## config.mk

```make
export PLATFORM = sky130hd
export DESIGN_NAME = pix_packer
export DESIGN_NICKNAME = d
export VERILOG_FILES = /design/src/rtl/pix_pack_pkg.sv /design/src/rtl/pix_pack_lane_fmt.sv /design/src/rtl/pix_pack_assembler.sv /design/src/rtl/pix_pack_wcount.sv /design/src/rtl/pix_packer.sv
export SDC_FILE = /design/constraint.sdc
export NUM_CORES = 1
export LEC_CHECK = 0
export BUFFER_PORTS_ARGS = -buffer_cell sky130_fd_sc_hd__buf_2
export CORE_AREA = 10 10 115 117
export CTS_CLUSTER_SIZE = 8
export DETAILED_ROUTE_END_ITERATION = 7
export DIE_AREA = 0 0 125 127
export GPL_ROUTABILITY_DRIVEN = 0
export SYNTH_ARGS = -nofsm -noshare
export SYNTH_HDL_FRONTEND = slang
export SYNTH_SLANG_ARGS = --single-unit
```

## constraint.sdc

```tcl
create_clock -name clk -period 2.4 [get_ports clk]
set_clock_uncertainty 0.15 [all_clocks]
set_input_delay 0.24 -clock clk [delete_from_list [all_inputs] [get_ports clk]]
set_output_delay 0.24 -clock clk [all_outputs]
set_load 0.1 [all_outputs]
```

## src/rtl/pix_pack_pkg.sv

```systemverilog
// Shared types for the pixel packer.
package pix_pack_pkg;
    // Layout codes seen on mode_i; code 3 is treated as narrow.
    typedef enum logic [1:0] {
        PK_MODE_8     = 2'd0,
        PK_MODE_10    = 2'd1,
        PK_MODE_10TO8 = 2'd2,
        PK_MODE_ALT8  = 2'd3
    } pk_mode_e;
endpackage

```

## src/rtl/pix_pack_lane_fmt.sv

```systemverilog
// Lane formatter: places one sample into its lane of an otherwise
// zero word, according to the layout mode.
// Assumes lane_i is below the lane count of the selected layout.
module pix_pack_lane_fmt
    import pix_pack_pkg::*;
#(
    parameter int PIX_W    = 10,
    parameter int NARROW_W = 8,
    parameter int WORD_W   = 32,
    parameter int LANE_W   = 2
) (
    input  pk_mode_e            mode_i,
    input  logic [LANE_W-1:0]   lane_i,
    input  logic [PIX_W-1:0]    pix_i,
    output logic [WORD_W-1:0]   placed_o
);
    localparam int NARROW_LANES = WORD_W / NARROW_W;
    localparam int WIDE_SLOT    = WORD_W / 2;
    localparam int WIDE_LANES   = 2;

    logic [NARROW_W-1:0] narrow_val;
    logic [WORD_W-1:0]   narrow_word;
    logic [WORD_W-1:0]   wide_word;

    // Pick the 8-bit value: low bits, or the sample shifted down.
    always_comb begin
        if (mode_i == PK_MODE_10TO8)
            narrow_val = pix_i[PIX_W-1 -: NARROW_W];
        else
            narrow_val = pix_i[NARROW_W-1:0];
    end

    for (genvar i = 0; i < NARROW_LANES; i++) begin : g_narrow
        assign narrow_word[i*NARROW_W +: NARROW_W] =
            (lane_i == LANE_W'(i)) ? narrow_val : '0;
    end

    for (genvar j = 0; j < WIDE_LANES; j++) begin : g_wide
        assign wide_word[j*WIDE_SLOT +: WIDE_SLOT] =
            (lane_i == LANE_W'(j)) ? WIDE_SLOT'(pix_i) : '0;
    end

    // Select the layout for the word being built.
    always_comb begin
        placed_o = (mode_i == PK_MODE_10) ? wide_word : narrow_word;
    end
endmodule

```

## src/rtl/pix_pack_assembler.sv

```systemverilog
// Word assembler: ORs placed lanes into an accumulator, tracks the
// lane index and emits a one-clock strobe with the finished word.
// Assumes placed_i has only the lane of lane_o set.
module pix_pack_assembler #(
    parameter int WORD_W = 32,
    parameter int LANE_W = 2
) (
    input  logic              clk,
    input  logic              rst_n,
    input  logic              pix_valid_i,
    input  logic              flush_i,
    input  logic [LANE_W-1:0] last_lane_i,
    input  logic [WORD_W-1:0] placed_i,
    output logic [LANE_W-1:0] lane_o,
    output logic              word_valid_o,
    output logic [WORD_W-1:0] word_data_o,
    output logic              emit_o
);
    logic [LANE_W-1:0] lane_q;
    logic [WORD_W-1:0] acc_q;
    logic [WORD_W-1:0] base;
    logic [WORD_W-1:0] merged;
    logic              word_valid_q;
    logic [WORD_W-1:0] word_q;
    logic              take_full;
    logic              take_flush;

    // Merge the new lane into the word; a fresh word starts from zero.
    always_comb begin
        base       = (lane_q == '0) ? '0 : acc_q;
        merged     = base | placed_i;
        take_full  = pix_valid_i && (lane_q == last_lane_i);
        take_flush = flush_i && (pix_valid_i || (lane_q != '0));
        emit_o     = take_full || take_flush;
    end

    // Advance the lane, hold the partial word and register the output.
    always_ff @(posedge clk) begin
        if (!rst_n) begin
            lane_q       <= '0;
            acc_q        <= '0;
            word_valid_q <= 1'b0;
            word_q       <= '0;
        end else begin
            word_valid_q <= emit_o;
            if (emit_o) begin
                word_q <= pix_valid_i ? merged : acc_q;
                lane_q <= '0;
            end else if (pix_valid_i) begin
                acc_q  <= merged;
                lane_q <= lane_q + 1'b1;
            end
        end
    end

    assign lane_o       = lane_q;
    assign word_valid_o = word_valid_q;
    assign word_data_o  = word_q;

    AST_LANE_CLEAR: assert property (@(posedge clk) disable iff (!rst_n)
        word_valid_o |-> (lane_q == '0));
endmodule

```

## src/rtl/pix_pack_wcount.sv

```systemverilog
// Emitted-word counter; wraps at its width.
module pix_pack_wcount #(
    parameter int CNT_W = 16
) (
    input  logic             clk,
    input  logic             rst_n,
    input  logic             inc_i,
    output logic [CNT_W-1:0] count_o
);
    logic [CNT_W-1:0] cnt_q;

    // Count one per emitted word.
    always_ff @(posedge clk) begin
        if (!rst_n)
            cnt_q <= '0;
        else if (inc_i)
            cnt_q <= cnt_q + 1'b1;
    end

    assign count_o = cnt_q;
endmodule

```

## src/rtl/pix_packer.sv

```systemverilog
// Pixel-to-word packer top. Latches the layout mode at word
// boundaries, formats each sample into its lane, assembles words and
// counts them. Assumes one sample at most per clock.
module pix_packer
    import pix_pack_pkg::*;
#(
    parameter int PIX_W    = 10,
    parameter int NARROW_W = 8,
    parameter int WORD_W   = 32,
    parameter int CNT_W    = 16
) (
    input  logic              clk,
    input  logic              rst_n,
    input  logic [1:0]        mode_i,
    input  logic              pix_valid_i,
    input  logic [PIX_W-1:0]  pix_data_i,
    input  logic              flush_i,
    output logic              word_valid_o,
    output logic [WORD_W-1:0] word_data_o,
    output logic [CNT_W-1:0]  word_count_o
);
    localparam int NARROW_LANES = WORD_W / NARROW_W;
    localparam int WIDE_LANES   = 2;
    localparam int LANE_W       = $clog2(NARROW_LANES);
    localparam int WIDE_SLOT    = WORD_W / 2;

    pk_mode_e          mode_q;
    pk_mode_e          eff_mode;
    logic [LANE_W-1:0] lane_q;
    logic [LANE_W-1:0] last_lane;
    logic [WORD_W-1:0] placed;
    logic              emit;

    // Take a new mode only while the word is empty.
    always_comb begin
        eff_mode  = (lane_q == '0) ? pk_mode_e'(mode_i) : mode_q;
        last_lane = (eff_mode == PK_MODE_10) ? LANE_W'(WIDE_LANES - 1)
                                             : LANE_W'(NARROW_LANES - 1);
    end

    // Hold the mode of the word in progress.
    always_ff @(posedge clk) begin
        if (!rst_n)
            mode_q <= PK_MODE_8;
        else
            mode_q <= eff_mode;
    end

    pix_pack_lane_fmt #(
        .PIX_W(PIX_W), .NARROW_W(NARROW_W), .WORD_W(WORD_W), .LANE_W(LANE_W)
    ) u_fmt (
        .mode_i  (eff_mode),
        .lane_i  (lane_q),
        .pix_i   (pix_data_i),
        .placed_o(placed)
    );

    pix_pack_assembler #(.WORD_W(WORD_W), .LANE_W(LANE_W)) u_asm (
        .clk         (clk),
        .rst_n       (rst_n),
        .pix_valid_i (pix_valid_i),
        .flush_i     (flush_i),
        .last_lane_i (last_lane),
        .placed_i    (placed),
        .lane_o      (lane_q),
        .word_valid_o(word_valid_o),
        .word_data_o (word_data_o),
        .emit_o      (emit)
    );

    pix_pack_wcount #(.CNT_W(CNT_W)) u_cnt (
        .clk    (clk),
        .rst_n  (rst_n),
        .inc_i  (emit),
        .count_o(word_count_o)
    );

    AST_VALID_CAUSE: assert property (@(posedge clk) disable iff (!rst_n)
        word_valid_o |-> $past(pix_valid_i || flush_i));
    AST_PAD_ZERO: assert property (@(posedge clk) disable iff (!rst_n)
        (word_valid_o && $past(eff_mode) == PK_MODE_10) |->
        (word_data_o[WIDE_SLOT-1:PIX_W] == '0 &&
         word_data_o[WORD_W-1:WIDE_SLOT+PIX_W] == '0));
    AST_IDLE_FLUSH: assert property (@(posedge clk) disable iff (!rst_n)
        (flush_i && !pix_valid_i && lane_q == '0) |=> !word_valid_o);
    AST_COUNT_STEP: assert property (@(posedge clk) disable iff (!rst_n)
        word_valid_o |-> (word_count_o == $past(word_count_o) + 1'b1));
    AST_COUNT_HOLD: assert property (@(posedge clk) disable iff (!rst_n)
        !word_valid_o |-> $stable(word_count_o));
endmodule

```

==> results of run 1 <==
state kept, by name, summed over array words and instances (netlist names):
signal / cells
u_asm.acc_q: 32
u_asm.lane_o: 2
mode_q: 2
u_cnt.count_o: 16
u_asm.word_data_o: 32
u_asm.word_valid_o: 1
kinds of logic after synthesis:
logic type / Yosys count / share of synthesized area (%)
flip-flops: 85 / 47.7
XOR/XNOR: 2 / 0.491
AND/OR/NAND/NOR: 100 / 13.7
multiplexers: 22 / 6.45
buffers and inverters: 36 / 4.52
AO/OA/AOI/OAI: 125 / 25.4
adder cells (fa/ha/maj): 5 / 1.75
what timing repair did:
action,in CTS,in global routing
resized for setup,1,6
pin swaps,0,3
setup buffers,0,1
endpoints found under the setup margin,14,72
through the flow:
stage | area, sq um | setup slack [ns] | hold WS, ns | total power (W) | utilization (%)
after floorplan | 3610 | 0.0217 | 0.237 | 0.00188 | -
after global placement | 4150 | -0.0433 | 0.282 | 0.00201 | 37.3
after detailed placement | 4150 | -0.0660 | 0.288 | 0.00202 | 37.3
after CTS | 4470 | 0.00729 | 0.0565 | 0.00351 | 40.2
after global routing | 4500 | -0.0258 | 0.0933 | 0.00362 | 40.5
final | 4500 | 0.0975 | 0.0889 | 0.00348 | 40.5
worst max-delay path: stages (launching register included):
cell and delay, ns:
dfxtp_2 0.32, inv_2 0.08, ha_4 0.19, nor2_1 0.06, a32oi_2 0.21, buf_4 0.15, mux2_2 0.37, a222oi_1 0.48
o2bb2ai_1 0.15
per-layer routing:
| layer | part of all wire, % | track usage, % | vias up |
|---|---|---|---|
| li1 | - | - | 1545 |
| met3 | 4.3 | 3.02 | 8 |
| met4 | 1.1 | 5.01 | 0 |
| met1 | 45 | 14.8 | 1488 |
| met5 | 0 | 0 | - |
| met2 | 49 | 19.8 | 62 |
path summary, 6_finish.rpt:
path,end,slack (ns),startpoint,depth (start not counted)
worst min-delay path,u_cnt.count_o[14]$_SDFFE_PN0P_,0.09,rst_n,3
worst min register to register,u_asm.word_data_o[11]$_SDFFE_PN0P_,0.30,u_asm.word_data_o[11]$_SDFFE_PN0P_,2
worst max-delay path,u_asm.acc_q[24]$_SDFFE_PN0N_,0.1,u_asm.lane_o[0]$_SDFFE_PP0P_,8
worst max register to register,u_asm.acc_q[24]$_SDFFE_PN0N_,0.1,u_asm.lane_o[0]$_SDFFE_PP0P_,8
cell type report:
| cell class | instances | area [sq um] | area share (%) |
|---|---|---|---|
| Clock inverter | 5 | 85.1 | 1.89 |
| Clock buffer | 10 | 229 | 5.09 |
| Timing Repair Buffer | 89 | 524 | 11.6 |
| Inverter | 8 | 32.5 | 0.723 |
| Tap cell | 143 | 179 | 3.97 |
| Sequential cell | 85 | 1710 | 37.9 |
| Multi-Input combinational cell | 254 | 1750 | 38.8 |
synthesized netlist by cell type:
| cell | n |
|---|---|
| dfxtp_1 | 85 |
| o21ai_0 | 45 |
| nand2_1 | 39 |
| o2bb2ai_1 | 24 |
| nor2_1 | 20 |
| mux2i_1 | 14 |
| a21oi_1 | 13 |
| a222oi_1 | 12 |
| a22oi_1 | 12 |
| clkbuf_1 | 12 |
| or3_1 | 12 |
| buf_2 | 9 |
| a22o_1 | 8 |
| mux2_2 | 8 |
| nand4_1 | 7 |
| inv_1 | 6 |
| and3_1 | 5 |
| ha_1 | 5 |
| nand3_1 | 5 |
| a211oi_1 | 4 |
| and4_1 | 3 |
| clkbuf_2 | 3 |
| and2_1 | 2 |
| buf_1 | 2 |
| or4_1 | 2 |
| a21boi_0 | 1 |
| a311oi_2 | 1 |
| a311oi_4 | 1 |
| a31oi_4 | 1 |
| a32oi_1 | 1 |
| and3b_1 | 1 |
| buf_4 | 1 |
| buf_6 | 1 |
| clkinv_1 | 1 |
| inv_2 | 1 |
| nand2b_1 | 1 |
| nor3_1 | 1 |
| nor3b_1 | 1 |
| o21ai_2 | 1 |
| o31ai_1 | 1 |
| or3_4 | 1 |
| xnor2_1 | 1 |
| xor2_1 | 1 |
where the power goes:
| group | leakage [nW] | switching, W | internal (W) |
|---|---|---|---|
| Clock | 0.149 | 0.000569 | 0.000912 |
| Sequential | 0.689 | 0.0000256 | 0.00145 |
| Combinational | 0.971 | 0.000365 | 0.000159 |
| Total | 1.81 | 0.000959 | 0.00252 |
==> summary.txt, run 1 <==
core area: 11,100 sq um
Clock Latency Late Sink: 0.33 ns
I/O pins: 65
CP Max Fanout: 8
via count: 3,103
Pre-Repair DR Iteration Count: 5
post-DR wirelength/cell: 16.5 um
CTS Hold Bufs: 0
PortBufs: 64
commonest cells after routing, fill and taps aside: 82 x dfxtp_1, 64 x buf_2, 44 x o21ai_0, 38 x nand2_1, 24 x o2bb2ai_1
worst vdd rail ir drop: 0.325 mV
Slew @ Worst Pin: 0.583 ns
All-Layer GR Usage: 12.1%
Die ar.: 15,900 sq um
CP Capture Type: register
post-synth top area cell: dfxtp_1
Initial Util: 32.1%
Leak: 1.81 nW
antenna violations before repair: 0
slew margin rel.: 61.1%
Detailed Route WL: 9820 um
sequential share of the synthesized area: 47.7%
drt drc: 0
clk buf depth: 2
outcome: completed
CP Launch Type: register
commonest non-fill, non-tap cell in the layout: dfxtp_1
H-tree level count: 3
CTS Sinks: 85
Syn Inst Count: 375
highest clock rate: 434 MHz
placed instance count: 578
total CTS buffers: 9
Yosys warning total: 0
required time worst endpoint: 2.45 ns
CTS clk-pin slew, worst paths: 0.06 ns
max-slew violation total from the final report: 0
DPL Wire Length: 7050 um
fin crit period: 2.30 ns
Mean Syn Cell Area: 9.52 sq um
Final ANT Viol Nets: 0
vias in the first global route: 3,063
library cells used by synthesis: 43
TritonCTS clock tree: built
layout overhead on the synthesized area: 26.2%
fraction of layout instances using a drive strength above 1: 28.8%
Netlist Area Pre-Place: 3570 sq um
GRT overflow: 0
TNS Setup: 0 ns
DR iter-0 viols: 398
Die H: 127 um
crit path kind: reg2reg
crit share post-route: 95.9%
power density over cell area: 773 nW/um^2
Final Hold Vio Count: 0
Worst Hold Class: in2reg
first-pass GRT wire length: 15,900 um
Antenna diodes: 0
Yosys top cell area share: 47.7%
top area cells in the synthesized netlist: dfxtp_1 48%, o21ai_0 6.3%, o2bb2ai_1 5.9%, nand2_1 4.1%, mux2i_1 3.9%
Layout fillers: 1,133
Die Span X: 125 um
Max-Cap Viols: 0
pin count of the biggest net entering global routing: 27
net count after synthesis: 396
fin nets: 468
clk root buf: clkbuf_16
Worst Path Arrival: 2.35 ns
Yosys reg bits: 85
RSZ-0062 raised after global routing: yes
Via-to-Cell Ratio: 5.22
Final Setup Violations: 0
Site Rows: 39
post-route insts no fill: 594
Note: power is estimated with default switching activity, not from simulation.
==> run 2: changes to the inputs <==
==> constraint.sdc (replaced) <==
create_clock -name clk -period 2.3 [get_ports clk]
set_clock_uncertainty 0.15 [all_clocks]
set_input_delay 0.23 -clock clk [delete_from_list [all_inputs] [get_ports clk]]
set_output_delay 0.23 -clock clk [all_outputs]
set_load 0.1 [all_outputs]
==> run 2 against run 1 <==
  * Critical path type unchanged
  * Total power grew 6.5%
  * Setup slack lost 0.087 ns
  * Sequential share of layout area is 2.5 points lower
  * The flow now finishes with violations (DRC)
  * Die area is the same
==> summary.txt, run 2 (same netlist as run 1, synthesis figures left out) <==
Critical R2R Capture: u_asm.acc_q[24]$_SDFFE_PN0N_
Reg2Reg Depth: 9 (+1)
commonest non-fill, non-tap cell in the layout: dfxtp_1
final core utilization: 43.6% (+3.1 points)
Design Power: 0.00371 W (+6.5%)
failing checks: DRC
worst vdd rail ir drop: 0.328 mV (+1.1%)
Placed Area: 4230 sq um (+1.8%)
via count: 3,252 (+4.8%)
first-pass GRT wire length: 15,900 um (-0.22%)
RR Startpoint: u_asm.lane_o[0]$_SDFFE_PP0P_
GR Util met3: 2.36% (-0.66 points)
commonest cells after routing, fill and taps aside: 77 x dfxtp_1, 65 x buf_2, 37 x nand2_1, 37 x buf_4, 24 x o21ai_1
Pre-Repair DR Iteration Count: 8 (+3)
Slew @ Worst Pin: 0.629 ns (+0.0458 ns)
Via-to-Cell Ratio: 5.26 (+0.73%)
TritonCTS clock tree: built
layout overhead on the synthesized area: 35.9%
Switching Fraction: 28.9% (+1.3 points)
Comb power frac: 17.6% (+2.6 points)
Final Setup Violations: 0 (unchanged)
drt drc: 1 (+1)
Final ANT Viol Nets: 0 (unchanged)
required time worst endpoint: 2.36 ns (-0.09 ns)
fin nets: 491 (+4.9%)
cell internal pwr: 0.00264 W (+4.6%)
Clock Power Share: 40.9% (-1.6 points)
slew margin rel.: 58.0% (-3.1 points)
Die ar.: 15,900 sq um (unchanged)
clk root buf: clkbuf_16
CP Max Fanout: 8 (unchanged)
highest clock rate: 437 MHz (+0.59%)
core area: 11,100 sq um (unchanged)
Leak: 2.00 nW (+10%)
pin count of the biggest net entering global routing: 32 (+19%)
total CTS buffers: 9 (unchanged)
switching component of the power: 0.00107 W (+12%)
CP endpoint: u_asm.acc_q[24]$_SDFFE_PN0N_
Site Rows: 39 (unchanged)
PortBufs: 64 (unchanged)
vias in the first global route: 3,073 (+0.33%)
Max-Cap Viols: 0 (unchanged)
max-slew violation total from the final report: 0 (unchanged)
GRT overflow: 0 (unchanged)
CP Launch Type: register
power density over cell area: 765 nW/um^2 (-1.1%)
fin crit period: 2.29 ns (-0.0134 ns)
crit path kind: reg2reg
RSZ-0062 raised after global routing: yes
Die Span X: 125 um (unchanged)
GR met2 Demand/Resource: 19.5% (-0.34 points)
Worst R2R Setup Slack: 0.01 ns (-0.09 ns)
Initial Util: 32.1% (unchanged)
CTS Sinks: 85 (unchanged)
Final Hold Vio Count: 0 (unchanged)
antenna violations before repair: 0 (unchanged)
Detailed Route WL: 10,300 um (+4.9%)
fraction of layout instances using a drive strength above 1: 35.6% (+6.8 points)
Worst Path Arrival: 2.35 ns (about the same)
outcome: finished, violations left
Die H: 127 um (unchanged)
clk buf depth: 2 (unchanged)
met1 Usage GRT: 15.0% (+0.18 points)
GRT Max-Usage Layer: met2
post-DR wirelength/cell: 16.7 um (+0.83%)
TNS Setup: 0 ns (unchanged)
DPL Wire Length: 7200 um (+2.1%)
crit share post-route: 99.5% (+3.6 points)
Layout fillers: 1,079 (-4.8%)
CTS clk-pin slew, worst paths: 0.06 ns (about the same)
All-Layer GR Usage: 12.0% (-0.073 points)
Antenna diodes: 0 (unchanged)
H-tree level count: 3 (unchanged)
CP startpoint: u_asm.lane_o[0]$_SDFFE_PP0P_
Worst Hold Class: in2reg
DR iter-0 viols: 420 (+5.5%)
post-route cell area: 4850 sq um (+7.7%)
Clock Latency Late Sink: 0.34 ns (about the same)
I/O pins: 65 (unchanged)
Seq pwr share: 41.6% (-0.8 points)
CP Capture Type: register
-- run 2: changes by cell type in the layout (fill, tap and decap cells not counted), moves of 5 or more --
cell     before  now
o21ai_0      44   21
o21ai_1       1   24
mux2_2        8    1
mux2_4        0    7
dfxtp_1      82   77
buf_6         1    6
buf_4        23   37
-- run 2: power groups by stage --
stage | registers (W) | logic (W) | clock network, W
after floorplan | 0.00171 | 0.000257 | 0
after global placement | 0.00157 | 0.000549 | 0
after detailed placement | 0.00157 | 0.000556 | 0
after CTS | 0.00154 | 0.000566 | 0.00153
after global routing | 0.00155 | 0.000693 | 0.00160
final | 0.00154 | 0.000652 | 0.00152
-- run 2: what timing repair did --
action / CTS / global route
cloned: 0 / 3
gates resized for setup: 3 / 52
setup buffers: 2 / 16
hold buffers: 0 / 0
pin swaps: 1 / 31
setup endpoints to repair: 36 / 69
-- run 2: critical path: stages (launching register included) --
cell	delay, ns
dfxtp_2	0.34
inv_4	0.06
ha_4	0.19
nor2_4	0.04
a32oi_2	0.18
buf_6	0.15
buf_6	0.10
mux2_4	0.33
a222oi_1	0.47
o2bb2ai_1	0.13
-- run 2: final cells by class --
type / instances / area (sq um) / area share [%]
sequential: 85 / 1710 / 35.3
inverter: 8 / 42.5 / 0.877
tap: 143 / 179 / 3.69
clock inverter: 5 / 67.6 / 1.39
multi-input combinational: 254 / 1840 / 38.0
clock buffer: 11 / 243 / 5.01
timing repair buffer: 112 / 761 / 15.7
-- run 2: through the flow --
stage / worst slack, ns / std cells / hold WS, ns
after floorplan: -0.0582 / 375 / 0.227
after global placement: -0.0218 / 583 / 0.282
after detailed placement: -0.129 / 583 / 0.293
after CTS: -0.0441 / 601 / 0.0458
after global routing: -0.106 / 618 / 0.0692
final: 0.0109 / 618 / 0.0658
-- run 2: how the worst min path moves through the flow --
stage,from,end,slack (ns),depth (start not counted)
2_1_floorplan,mode_i[0],mode_q[0]$_SDFF_PN0_,0.23,2
3_3_place_gp,u_asm.word_data_o[10]$_SDFFE_PN0P_,u_asm.word_data_o[10]$_SDFFE_PN0P_,0.28,2
3_5_place_dp,u_asm.word_data_o[23]$_SDFFE_PN0P_,u_asm.word_data_o[23]$_SDFFE_PN0P_,0.29,2
4_1_cts,mode_i[0],mode_q[0]$_SDFF_PN0_,0.05,3
5_1_grt,rst_n,u_cnt.count_o[14]$_SDFFE_PN0P_,0.07,3
6_report,rst_n,u_cnt.count_o[14]$_SDFFE_PN0P_,0.07,3
-- run 2: per-layer routing --
metal  part of all wire [%]  wire length, um  up-vias
li1                       -                -     1598
met1                     45             4650     1556
met2                     48             4990       82
met3                    4.3              444       16
met4                    2.1              215        0
met5                      0                0        -
